File: config.mk
export PLATFORM = sky130hd
export DESIGN_NAME = dp_exec_unit
export DESIGN_NICKNAME = d
export VERILOG_FILES = /design/src/rtl/dpx_pkg.sv /design/src/rtl/dpx_cond_eval.sv /design/src/rtl/dpx_shifter.sv /design/src/rtl/dpx_alu.sv /design/src/rtl/dpx_regfile.sv /design/src/rtl/dp_exec_unit.sv
export SDC_FILE = /design/constraint.sdc
export NUM_CORES = 2
export LEC_CHECK = 0
export BUFFER_PORTS_ARGS = -buffer_cell sky130_fd_sc_hd__buf_2
export CAP_MARGIN = 20
export CELL_PAD_IN_SITES_DETAIL_PLACEMENT = 1
export CELL_PAD_IN_SITES_GLOBAL_PLACEMENT = 1
export CORE_MARGIN = 2
export CORE_UTILIZATION = 33
export DETAILED_ROUTE_END_ITERATION = 10
export PLACE_DENSITY = 0.64
export SLEW_MARGIN = 40
export SYNTH_ARGS = -nofsm -noshare
export SYNTH_HDL_FRONTEND = slang
export SYNTH_SLANG_ARGS = --single-unit
File: constraint.sdc
create_clock -name clk_i -period 11.9 [get_ports clk_i]
set_clock_uncertainty 0.15 [all_clocks]
set_input_delay 1.19 -clock clk_i [delete_from_list [all_inputs] [get_ports clk_i]]
set_output_delay 1.19 -clock clk_i [all_outputs]
set_load 0.01 [all_outputs]
File: src/rtl/dpx_pkg.sv
package dpx_pkg;

  localparam logic [3:0] OP_AND = 4'b0000;
  localparam logic [3:0] OP_EOR = 4'b0001;
  localparam logic [3:0] OP_ADD = 4'b0100;
  localparam logic [3:0] OP_ADC = 4'b0101;
  localparam logic [3:0] OP_MOV = 4'b1101;

  typedef enum logic [1:0] {
    SH_LSL = 2'd0,
    SH_LSR = 2'd1,
    SH_ASR = 2'd2,
    SH_ROR = 2'd3
  } shift_kind_e;

  typedef struct packed {
    logic n;
    logic z;
    logic c;
    logic v;
  } flags_t;

  typedef struct packed {
    logic [3:0]  cond;
    logic [1:0]  cls;
    logic        imm_sel;
    logic [3:0]  opcode;
    logic        set_flags;
    logic [3:0]  rn;
    logic [3:0]  rd;
    logic [3:0]  rot_or_rs;
    logic [4:0]  sh_imm;
    shift_kind_e sh_kind;
    logic        sh_by_reg;
    logic [3:0]  rm;
  } dp_word_t;

  function automatic dp_word_t split_word(input logic [31:0] w);
    dp_word_t f;
    f.cond      = w[31:28];
    f.cls       = w[27:26];
    f.imm_sel   = w[25];
    f.opcode    = w[24:21];
    f.set_flags = w[20];
    f.rn        = w[19:16];
    f.rd        = w[15:12];
    f.rot_or_rs = w[11:8];
    f.sh_imm    = w[11:7];
    f.sh_kind   = shift_kind_e'(w[6:5]);
    f.sh_by_reg = w[4];
    f.rm        = w[3:0];
    return f;
  endfunction

  function automatic logic [7:0] low_byte(input logic [31:0] v);
    return v[7:0];
  endfunction

endpackage

File: src/rtl/dpx_cond_eval.sv
module dpx_cond_eval
  import dpx_pkg::*;
(
  input  logic [3:0] cond_i,
  input  flags_t     flags_i,
  output logic       pass_o
);
  logic ge;
  assign ge = (flags_i.n == flags_i.v);

  always_comb begin
    unique case (cond_i)
      4'h0: pass_o = flags_i.z;
      4'h1: pass_o = !flags_i.z;
      4'h2: pass_o = flags_i.c;
      4'h3: pass_o = !flags_i.c;
      4'h4: pass_o = flags_i.n;
      4'h5: pass_o = !flags_i.n;
      4'h6: pass_o = flags_i.v;
      4'h7: pass_o = !flags_i.v;
      4'h8: pass_o = flags_i.c && !flags_i.z;
      4'h9: pass_o = !flags_i.c || flags_i.z;
      4'hA: pass_o = ge;
      4'hB: pass_o = !ge;
      4'hC: pass_o = !flags_i.z && ge;
      4'hD: pass_o = flags_i.z || !ge;
      4'hE: pass_o = 1'b1;
      default: pass_o = 1'b0;
    endcase
  end
endmodule

File: src/rtl/dpx_shifter.sv
module dpx_shifter
  import dpx_pkg::*;
#(
  parameter int DW = 32
) (
  input  logic [DW-1:0] value_i,
  input  logic [7:0]    amount_i,
  input  shift_kind_e   kind_i,
  input  logic          rrx_i,
  input  logic          carry_i,
  output logic [DW-1:0] result_o,
  output logic          carry_o
);
  localparam int RW = $clog2(DW);
  localparam logic [7:0] FULL = 8'(DW);

  logic [DW:0]        lsl_w, lsr_w;
  logic signed [DW:0] asr_w;
  logic [7:0]         asr_amt;
  logic [RW-1:0]      rot;
  logic [DW-1:0]      ror_w;

  always_comb begin
    lsl_w   = {1'b0, value_i} << amount_i;
    lsr_w   = {value_i, 1'b0} >> amount_i;
    asr_amt = (amount_i > FULL) ? FULL : amount_i;
    asr_w   = $signed({value_i, 1'b0}) >>> asr_amt;
    rot     = amount_i[RW-1:0];
    ror_w   = (value_i >> rot) | (value_i << (DW - int'(rot)));

    if (rrx_i) begin
      result_o = {carry_i, value_i[DW-1:1]};
      carry_o  = value_i[0];
    end else if (amount_i == 8'd0) begin
      result_o = value_i;
      carry_o  = carry_i;
    end else begin
      unique case (kind_i)
        SH_LSL: begin result_o = lsl_w[DW-1:0]; carry_o = lsl_w[DW]; end
        SH_LSR: begin result_o = lsr_w[DW:1];   carry_o = lsr_w[0];  end
        SH_ASR: begin result_o = asr_w[DW:1];   carry_o = asr_w[0];  end
        default: begin result_o = ror_w;        carry_o = ror_w[DW-1]; end
      endcase
    end
  end
endmodule

File: src/rtl/dpx_alu.sv
module dpx_alu
  import dpx_pkg::*;
#(
  parameter int DW = 32
) (
  input  logic [3:0]    op_i,
  input  logic [DW-1:0] a_i,
  input  logic [DW-1:0] b_i,
  input  flags_t        flags_i,
  input  logic          sh_carry_i,
  output logic [DW-1:0] result_o,
  output flags_t        flags_o,
  output logic          known_o
);
  logic [DW:0] sum;
  logic        cin;

  always_comb begin
    cin      = (op_i == OP_ADC) ? flags_i.c : 1'b0;
    sum      = {1'b0, a_i} + {1'b0, b_i} + {{DW{1'b0}}, cin};
    known_o  = 1'b1;
    flags_o  = flags_i;
    result_o = '0;
    unique case (op_i)
      OP_AND: result_o = a_i & b_i;
      OP_EOR: result_o = a_i ^ b_i;
      OP_MOV: result_o = b_i;
      OP_ADD, OP_ADC: result_o = sum[DW-1:0];
      default: known_o = 1'b0;
    endcase
    flags_o.n = result_o[DW-1];
    flags_o.z = (result_o == '0);
    if (op_i == OP_ADD || op_i == OP_ADC) begin
      flags_o.c = sum[DW];
      flags_o.v = (a_i[DW-1] == b_i[DW-1]) && (sum[DW-1] != a_i[DW-1]);
    end else begin
      flags_o.c = sh_carry_i;
    end
  end
endmodule

File: src/rtl/dpx_regfile.sv
module dpx_regfile #(
  parameter int DW   = 32,
  parameter int NREG = 16,
  parameter int NRD  = 4,
  localparam int AW  = $clog2(NREG)
) (
  input  logic                    clk_i,
  input  logic                    rst_ni,
  input  logic                    we_hi_i,
  input  logic [AW-1:0]           addr_hi_i,
  input  logic [DW-1:0]           data_hi_i,
  input  logic                    we_lo_i,
  input  logic [AW-1:0]           addr_lo_i,
  input  logic [DW-1:0]           data_lo_i,
  input  logic [NRD-1:0][AW-1:0]  raddr_i,
  output logic [NRD-1:0][DW-1:0]  rdata_o
);
  logic [NREG-1:0][DW-1:0] regs_q;

  for (genvar g = 0; g < NREG; g++) begin : g_entry
    always_ff @(posedge clk_i or negedge rst_ni) begin
      if (!rst_ni) begin
        regs_q[g] <= '0;
      end else if (we_hi_i && addr_hi_i == AW'(g)) begin
        regs_q[g] <= data_hi_i;
      end else if (we_lo_i && addr_lo_i == AW'(g)) begin
        regs_q[g] <= data_lo_i;
      end
    end
  end

  for (genvar p = 0; p < NRD; p++) begin : g_rport
    assign rdata_o[p] = regs_q[raddr_i[p]];
  end
endmodule

File: src/rtl/dp_exec_unit.sv
module dp_exec_unit
  import dpx_pkg::*;
#(
  parameter int DW   = 32,
  parameter int NREG = 16
) (
  input  logic                    clk_i,
  input  logic                    rst_ni,
  input  logic                    instr_valid_i,
  input  logic [31:0]             instr_i,
  input  logic                    ld_en_i,
  input  logic [$clog2(NREG)-1:0] ld_addr_i,
  input  logic [DW-1:0]           ld_data_i,
  input  logic                    psr_ld_i,
  input  logic [4:0]              psr_data_i,
  input  logic [$clog2(NREG)-1:0] rd_addr_i,
  output logic [DW-1:0]           rd_data_o,
  output logic [31:0]             status_o,
  output logic                    exec_o
);
  localparam int AW  = $clog2(NREG);
  localparam int NRD = 4;
  localparam int P_RN = 0, P_RM = 1, P_RS = 2, P_EXT = 3;

  dp_word_t f;
  flags_t   flags_q, alu_flags;
  logic     q_q;

  logic [NRD-1:0][AW-1:0] raddr;
  logic [NRD-1:0][DW-1:0] rdata;

  logic          cond_pass, op_known;
  logic [DW-1:0] sh_in, sh_out, alu_res;
  logic [7:0]    sh_amt;
  shift_kind_e   sh_kind;
  logic          sh_rrx, sh_carry;

  assign f = split_word(instr_i);

  assign raddr[P_RN]  = AW'(f.rn);
  assign raddr[P_RM]  = AW'(f.rm);
  assign raddr[P_RS]  = AW'(f.rot_or_rs);
  assign raddr[P_EXT] = rd_addr_i;
  assign rd_data_o    = rdata[P_EXT];

  dpx_regfile #(.DW(DW), .NREG(NREG), .NRD(NRD)) i_regs (
    .clk_i    (clk_i),
    .rst_ni   (rst_ni),
    .we_hi_i  (exec_o),
    .addr_hi_i(AW'(f.rd)),
    .data_hi_i(alu_res),
    .we_lo_i  (ld_en_i),
    .addr_lo_i(ld_addr_i),
    .data_lo_i(ld_data_i),
    .raddr_i  (raddr),
    .rdata_o  (rdata)
  );

  dpx_cond_eval i_cond (
    .cond_i (f.cond),
    .flags_i(flags_q),
    .pass_o (cond_pass)
  );

  // Operand-2 source select
  always_comb begin
    sh_rrx  = 1'b0;
    sh_kind = f.sh_kind;
    if (f.imm_sel) begin
      sh_in   = DW'(instr_i[7:0]);
      sh_amt  = {3'b000, f.rot_or_rs, 1'b0};
      sh_kind = SH_ROR;
    end else if (f.sh_by_reg) begin
      sh_in  = rdata[P_RM];
      sh_amt = low_byte(rdata[P_RS]);
    end else begin
      sh_in  = rdata[P_RM];
      sh_amt = {3'b000, f.sh_imm};
      if (f.sh_imm == 5'd0) begin
        unique case (f.sh_kind)
          SH_LSR, SH_ASR: sh_amt = 8'(DW);
          SH_ROR:         sh_rrx = 1'b1;
          default:        sh_amt = 8'd0;
        endcase
      end
    end
  end

  dpx_shifter #(.DW(DW)) i_shift (
    .value_i (sh_in),
    .amount_i(sh_amt),
    .kind_i  (sh_kind),
    .rrx_i   (sh_rrx),
    .carry_i (flags_q.c),
    .result_o(sh_out),
    .carry_o (sh_carry)
  );

  dpx_alu #(.DW(DW)) i_alu (
    .op_i      (f.opcode),
    .a_i       (rdata[P_RN]),
    .b_i       (sh_out),
    .flags_i   (flags_q),
    .sh_carry_i(sh_carry),
    .result_o  (alu_res),
    .flags_o   (alu_flags),
    .known_o   (op_known)
  );

  assign exec_o = instr_valid_i && cond_pass && op_known && (f.cls == 2'b00);

  always_ff @(posedge clk_i or negedge rst_ni) begin
    if (!rst_ni) begin
      flags_q <= '0;
      q_q     <= 1'b0;
    end else begin
      if (exec_o && f.set_flags) flags_q <= alu_flags;
      else if (psr_ld_i)         flags_q <= flags_t'(psr_data_i[4:1]);
      if (psr_ld_i)              q_q     <= psr_data_i[0];
    end
  end

  assign status_o = {flags_q, q_q, 27'd0};
endmodule

Word-level counts from Yosys, hierarchy flattened
Cells that the tools add are included.
{ "word_totals": {"register_bits": 517, "out_inout_bits": 65, "in_bits": 82, "wordCells": 238} }
{ "classes": {"add_sub_neg": 3, "n_shift": 5, "order_cmp": 5, "n_eq_ne": 58, "n_bitwise": 3, "muxes": 65, "reduce_logical": 78} }
{ "op_table": {"columns": ["op", "n"], "rows": [
  ["$mux 32", 38],
  ["$bmux 32 s4", 4],
  ["$pmux 32 s4", 1],
  ["$eq 4x4->1 const B", 24],
  ["$pmux 32 s3", 1],
  ["$eq 4x3->1 const B", 14],
  ["$logic_and 1x1->1", 39],
  ["$reduce_bool 2->1", 17],
  ["$add 32x32->33", 1],
  ["$add 33x1->33", 1],
  ["$shl 32x8->33", 1],
  ["$shr 33x8->33", 1],
  ["$sshr 33x8->33", 1],
  ["$and 32x32->32", 1],
  ["$logic_not 32->1", 1],
  ["$mux 8", 4],
  ["$or 32x32->32", 1],
  ["$shl 32x32->32", 1],
  ["$shr 32x5->32", 1],
  ["$xor 32x32->32", 1],
  ["$eq 4x2->1 const B", 6],
  ["$lt 4x5->1 const B", 4],
  ["$eq 4x1->1 const B", 4],
  ["$logic_not 4->1", 4],
  ["23 further kinds", 46]
]} }

Longest topological paths before layout
{ "logic_depth": {"ltp_word": 18, "ltp_mapped": 45, "mapped_depth_nobuf": 33} }

Hierarchy
A second synthesis with hierarchy kept.
{ "hier_totals": {"cells_unflattened": 6109, "area_unflattened_um2": 54297.1} }
{ "modules_own_cells": {"columns": ["mod", "cells_each", "instances", "area_per_inst_um2", "seq_area_each_um2"], "rows": [
  ["dpx_regfile", 4214, 1, 40873.0, 12812.3],
  ["dpx_shifter", 1353, 1, 9534.1, 0.0],
  ["dpx_alu", 412, 1, 2785.2, 0.0],
  ["dp_exec_unit", 102, 1, 910.9, 125.1],
  ["dpx_cond_eval", 28, 1, 193.9, 0.0]
]} }

Worst setup path after synthesis
Ideal clock, no wire load.
{ "synth_path": {"kind": "input-to-reg", "startpoint": "input port instr_i[8]", "endpoint": "register flags_q, in the netlist status_o[30]", "arrival_time_ps": 9667, "setup_time_ps": 104, "slack_ps": 1979, "n_path_buf": 9, "required_ps": 11646, "path_stages": 39, "path_cell_list": "buf_4 -> buf_6 -> mux4_2 -> mux2_2 -> nand2_1 -> nand2_1 -> inv_1 -> buf_4 -> buf_4 -> buf_2 -> buf_1 -> ha_1 -> clkbuf_1 -> inv_1 -> a2111o_1 -> buf_4 -> a211oi_4 -> buf_2 -> (+3 left out) -> o21a_1 -> a2111o_1 -> a22oi_1 -> ha_1 -> o21ai_0 -> a21boi_0 -> o21ai_0 -> a2111oi_0 -> nor2_1 -> o311a_1 -> o31a_1 -> a211oi_1 -> o21ai_0 -> a31oi_1 -> o211ai_1 -> and3b_1 -> nand4bb_1 -> o41ai_2"} }
{ "synth_via": {"elab_chain_cells": 15, "elab_cells_between_ends": 30, "classes_between": "3 x add/sub; 1 x order compare; 5 x shift; 15 x mux; 3 x bitwise; 3 x reduce/logical"} }
{ "synth_rtl": {"columns": ["item", "line", "rtl"], "rows": [
  ["start: declaration", "dp_exec_unit.sv:10", "input logic [31:0] instr_i,"],
  ["$bmux 32 s4 (tied with other cells)", "dpx_regfile.sv:33", "assign rdata_o[p] = regs_q[raddr_i[p]];"],
  ["$mux 8 (implied by the code) / $mux 6 (equally long branches)", "dpx_regfile.sv:33, dp_exec_unit.sv:79", null],
  ["$mux 8", "dp_exec_unit.sv:73", "end else if (f.sh_by_reg) begin"],
  ["$mux 8", "dp_exec_unit.sv:69", "if (f.imm_sel) begin"],
  ["$gt 8x6->1 / $sub 6x5->7 (equally long branches)", "dpx_shifter.sv:26, dpx_shifter.sv:29", null],
  ["$mux 8 / $shl 32x32->32 (equally long branches)", "dpx_shifter.sv:26, dpx_shifter.sv:29", null],
  ["$sshr 33x8->33 / $or 32x32->32 (equally long branches)", "dpx_shifter.sv:27, dpx_shifter.sv:29", null],
  ["$pmux 32 s3", "dpx_shifter.sv:38", "unique case (kind_i)"],
  ["$mux 32", "dpx_shifter.sv:34", "end else if (amount_i == 8'd0) begin"],
  ["$mux 32 *", "dpx_shifter.sv:31", "if (rrx_i) begin"],
  ["$add 32x32->33", "dpx_alu.sv:20", "sum = {1'b0, a_i} + {1'b0, b_i} + {{DW{1'b0}}, cin};"],
  ["$add 33x1->33", "dpx_alu.sv:20", null],
  ["$pmux 32 s4 *", "dpx_alu.sv:24", "unique case (op_i)"],
  ["$logic_not 32->1 *", "dpx_alu.sv:32", "flags_o.z = (result_o == '0);"],
  ["$mux 4 *", "dp_exec_unit.sv:117", "if (exec_o && f.set_flags) flags_q <= alu_flags;"],
  ["end signal: assignment", "dp_exec_unit.sv:117", null],
  ["end signal: assignment", "dp_exec_unit.sv:118", "else if (psr_ld_i) flags_q <= flags_t'(psr_data_i[4:1]);"],
  ["end: declaration", "dp_exec_unit.sv:26", "flags_t flags_q, alu_flags;"]
]} }
Every way passes the cells marked *; elsewhere a longest branch is shown, timed or not. The select of a mux whose other input is x is not followed.
A chain may end at the register's enable or synchronous reset.

Worst setup path in the final report
Same ends and word-level chain as after synthesis.

==> impl_metrics.ini <==
[clock_tree]
cts-root-buf = clkbuf_16
cts_resized = 0
htreeDepth = 3
cts_hold_buffers = 0
clockBufferDepth = 3
tritoncts = done
path_clk_slew_ps = 60
clock_sinks = 517
cts_buffers = 70
cts_setup_buffers = 0
worst_skew_pair.late_latency_ps = 710

[synthesis]
synth_cells = 5184
synth_mux_area_share_pct = 35.40
yosys.area_share.simple_pct = 12.04
syn_area_sq_um = 49920
synth-seq-cells = 517
ys_async_sr_fraction_pct = 100.0
synth_top_family_by_area = multiplexers
synth-edff-count = 0
yosysWarnings = 0
ys_seq_area_share_pct = 25.92
synth_compound_area_share_pct = 20.10
synth_fa_ha_area_share_pct = 0.9324
ys.flop_type = dfrtp_1
synth_xor_area_share_pct = 0.4161
synth.avg_cell_area_sq_um = 9.629
ys_types = 110

[setup_path]
max_stage_delay_ps = 830
cp.arrival_ps = 10880
startpoint_type = input port
crit_fanout = 19
required_ps = 12310
crit_path_end_kind = flip-flop
slowest_stage = o31ai_1
critical_path_class = input port to flip-flop
crit_path_frequent_cell = a211oi_1

[routing]
wirelength_um = 278500
wire_per_inst_um = 38.91
via_per_inst = 6.968
drtPass1Iterations = 6
antenna_left = 0
vias = 49870
drcViolationCount = 0
dr.first_iter.drc_count = 6812

[run_status]
status = complete, no violations

[pwr]
irDropWorstVdd_mv = 0.1071
p_total_w = 0.009367
power_density_nw_per_um2 = 167.5
p_leak_nw = 21.83

[global_route]
grt_overflow = 0
track_usage_pct = 35.56
antenna_found_initial = 24
grt_pass1_wl_um = 392000
grt_max_degree = 126
grt_pass1_vias = 49820

[final_layout]
fillerInstances = 16900
final_common_cell = dfrtp_1
multi_input_area_sq_um = 34990
regArea_sq_um = 12940
finalNetCount = 5194
final_area_sq_um = 55910
final_util_pct = 37.28
layout-drive-gt1-share_pct = 25.65
final_cell_mix = dfrtp_1 (517), mux4_2 (479), nand2_1 (453)
synthToLayoutAreaGrowth_pct = 12.00

[sta]
fmax_ghz = 0.09544
rsz0062_at_grt = false
period_minus_slack_ps = 10480
worst_slew_pin_slew_ps = 977.9
finalMaxSlewViolations = 0
setup_violations = 0
hold_violations = 0
period_share_pct = 88.05
max_slew_margin_pct = 34.25
fin_tns_setup_ps = 0

[floorplanning]
die_height_um = 392.9
rows = 142
ios = 147
core_sq_um = 150000
die-area_sq_um = 154400
initial_core_util_pct = 33.29
dieWidth_um = 392.9

[placed_design]
placed_area_sq_um = 53340
place_hpwl_um = 188100
finalWeightedCongestion = 1.088
port_buffers = 119

[hold_path]
min_path_type = input port to async pin

[run]
maxCapViolations = 0
==> cell type report <==
type | instances | area share, %
Clock inverter | 31 | 0.7922
Multi-Input combinational cell | 4082 | 62.59
Antenna cell | 11 | 0.04923
Inverter | 39 | 0.2641
Tap cell | 2016 | 4.512
Clock buffer | 95 | 3.630
Timing Repair Buffer | 366 | 5.024
Sequential cell | 517 | 23.14
==> state kept, by name, summed over array words and instances, names as in the netlist <==
signal         cells
q_q                1
status_o           4
i_regs.regs_q    512
==> logic make-up (layout without fill, tap and decap cells) <==
kind of cell	count (synthesis)	count (layout)
buffers and inverters	611	531
flip-flops	517	517
AO/OA/AOI/OAI	1553	1553
adder cells (fa/ha/maj)	36	36
multiplexers	1140	1140
other	1	38
XOR/XNOR	22	22
AND/OR/NAND/NOR	1304	1304
==> power by group <==
group / switching (W) / total, W / internal, W
Combinational: 0.00258 / 0.00439 / 0.00181
Clock: 0.000939 / 0.00232 / 0.00138
Sequential: 0.000478 / 0.00266 / 0.00218
==> path summary, 6_finish.rpt <==
kind,cells after the start,slack (ps),start,end
worst min-delay path,1,330,rst_ni,i_regs.regs_q[315]$_DFFE_PN0P_
worst max register to register,32,2140,i_regs.regs_q[353]$_DFFE_PN0P_,status_o[30]$_DFFE_PN0P_
worst min register to register,1,370,q_q$_DFFE_PN0P_,q_q$_DFFE_PN0P_
min in group clk_i,1,370,q_q$_DFFE_PN0P_,q_q$_DFFE_PN0P_
worst max-delay path,30,1420,instr_i[8],status_o[30]$_DFFE_PN0P_
max in group asynchronous,3,9340,rst_ni,i_regs.regs_q[133]$_DFFE_PN0P_
==> Yosys cell counts, drive strengths merged (28+ instances only) <==
cell type,number,area (sq um)
a21oi,423,2121
nor2b,139,869.6
a31oi,47,300.3
nand4,36,225.2
ha,34,425.4
nor3,71,370.4
mux2i,448,4484
buf,163,903.4
mux4,479,10790
clkbuf,409,1535
nor2,356,1336
a211oi,182,1394
a22oi,57,437.9
nand3,107,540.5
dfrtp,517,12940
o31ai,28,215.2
mux2,213,2399
nand2,457,1718
o22ai,34,212.7
o211ai,48,370.3
o21ai,416,2093
inv,38,142.6
==> per-stage QoR <==
step	hold WS [ps]	std cells	setup WS, ps
final	328.8	7157	1422
after global routing	362.0	7152	972.1
after CTS	306.9	7143	1501
after detailed placement	356.6	7017	842.4
after global placement	337.3	7011	1119
after floorplan	332.0	5210	1979
==> worst max-delay path: cells and delay by family <==
| kind | cells | cell delay (ps) |
|---|---|---|
| buf+inv | 3 | 1120 |
| xor+xnor | 1 | 150 |
| mux | 1 | 540 |
| compound gates | 18 | 6080 |
| simple gates | 6 | 1580 |
| fa+ha+maj | 1 | 170 |
==> layer usage <==
layer  wire length, um  part of all wire [%]  vias to the layer above  track usage, %
li1                  -                     -                    19820               -
met1            107000                    38                    25760           45.09
met2            120400                    43                     3267           53.15
met3             31250                    11                     1003           10.79
met4             19600                   7.0                       20           21.40
met5               134                 0.048                        -               0
Power figures use the tool's default switching activity.
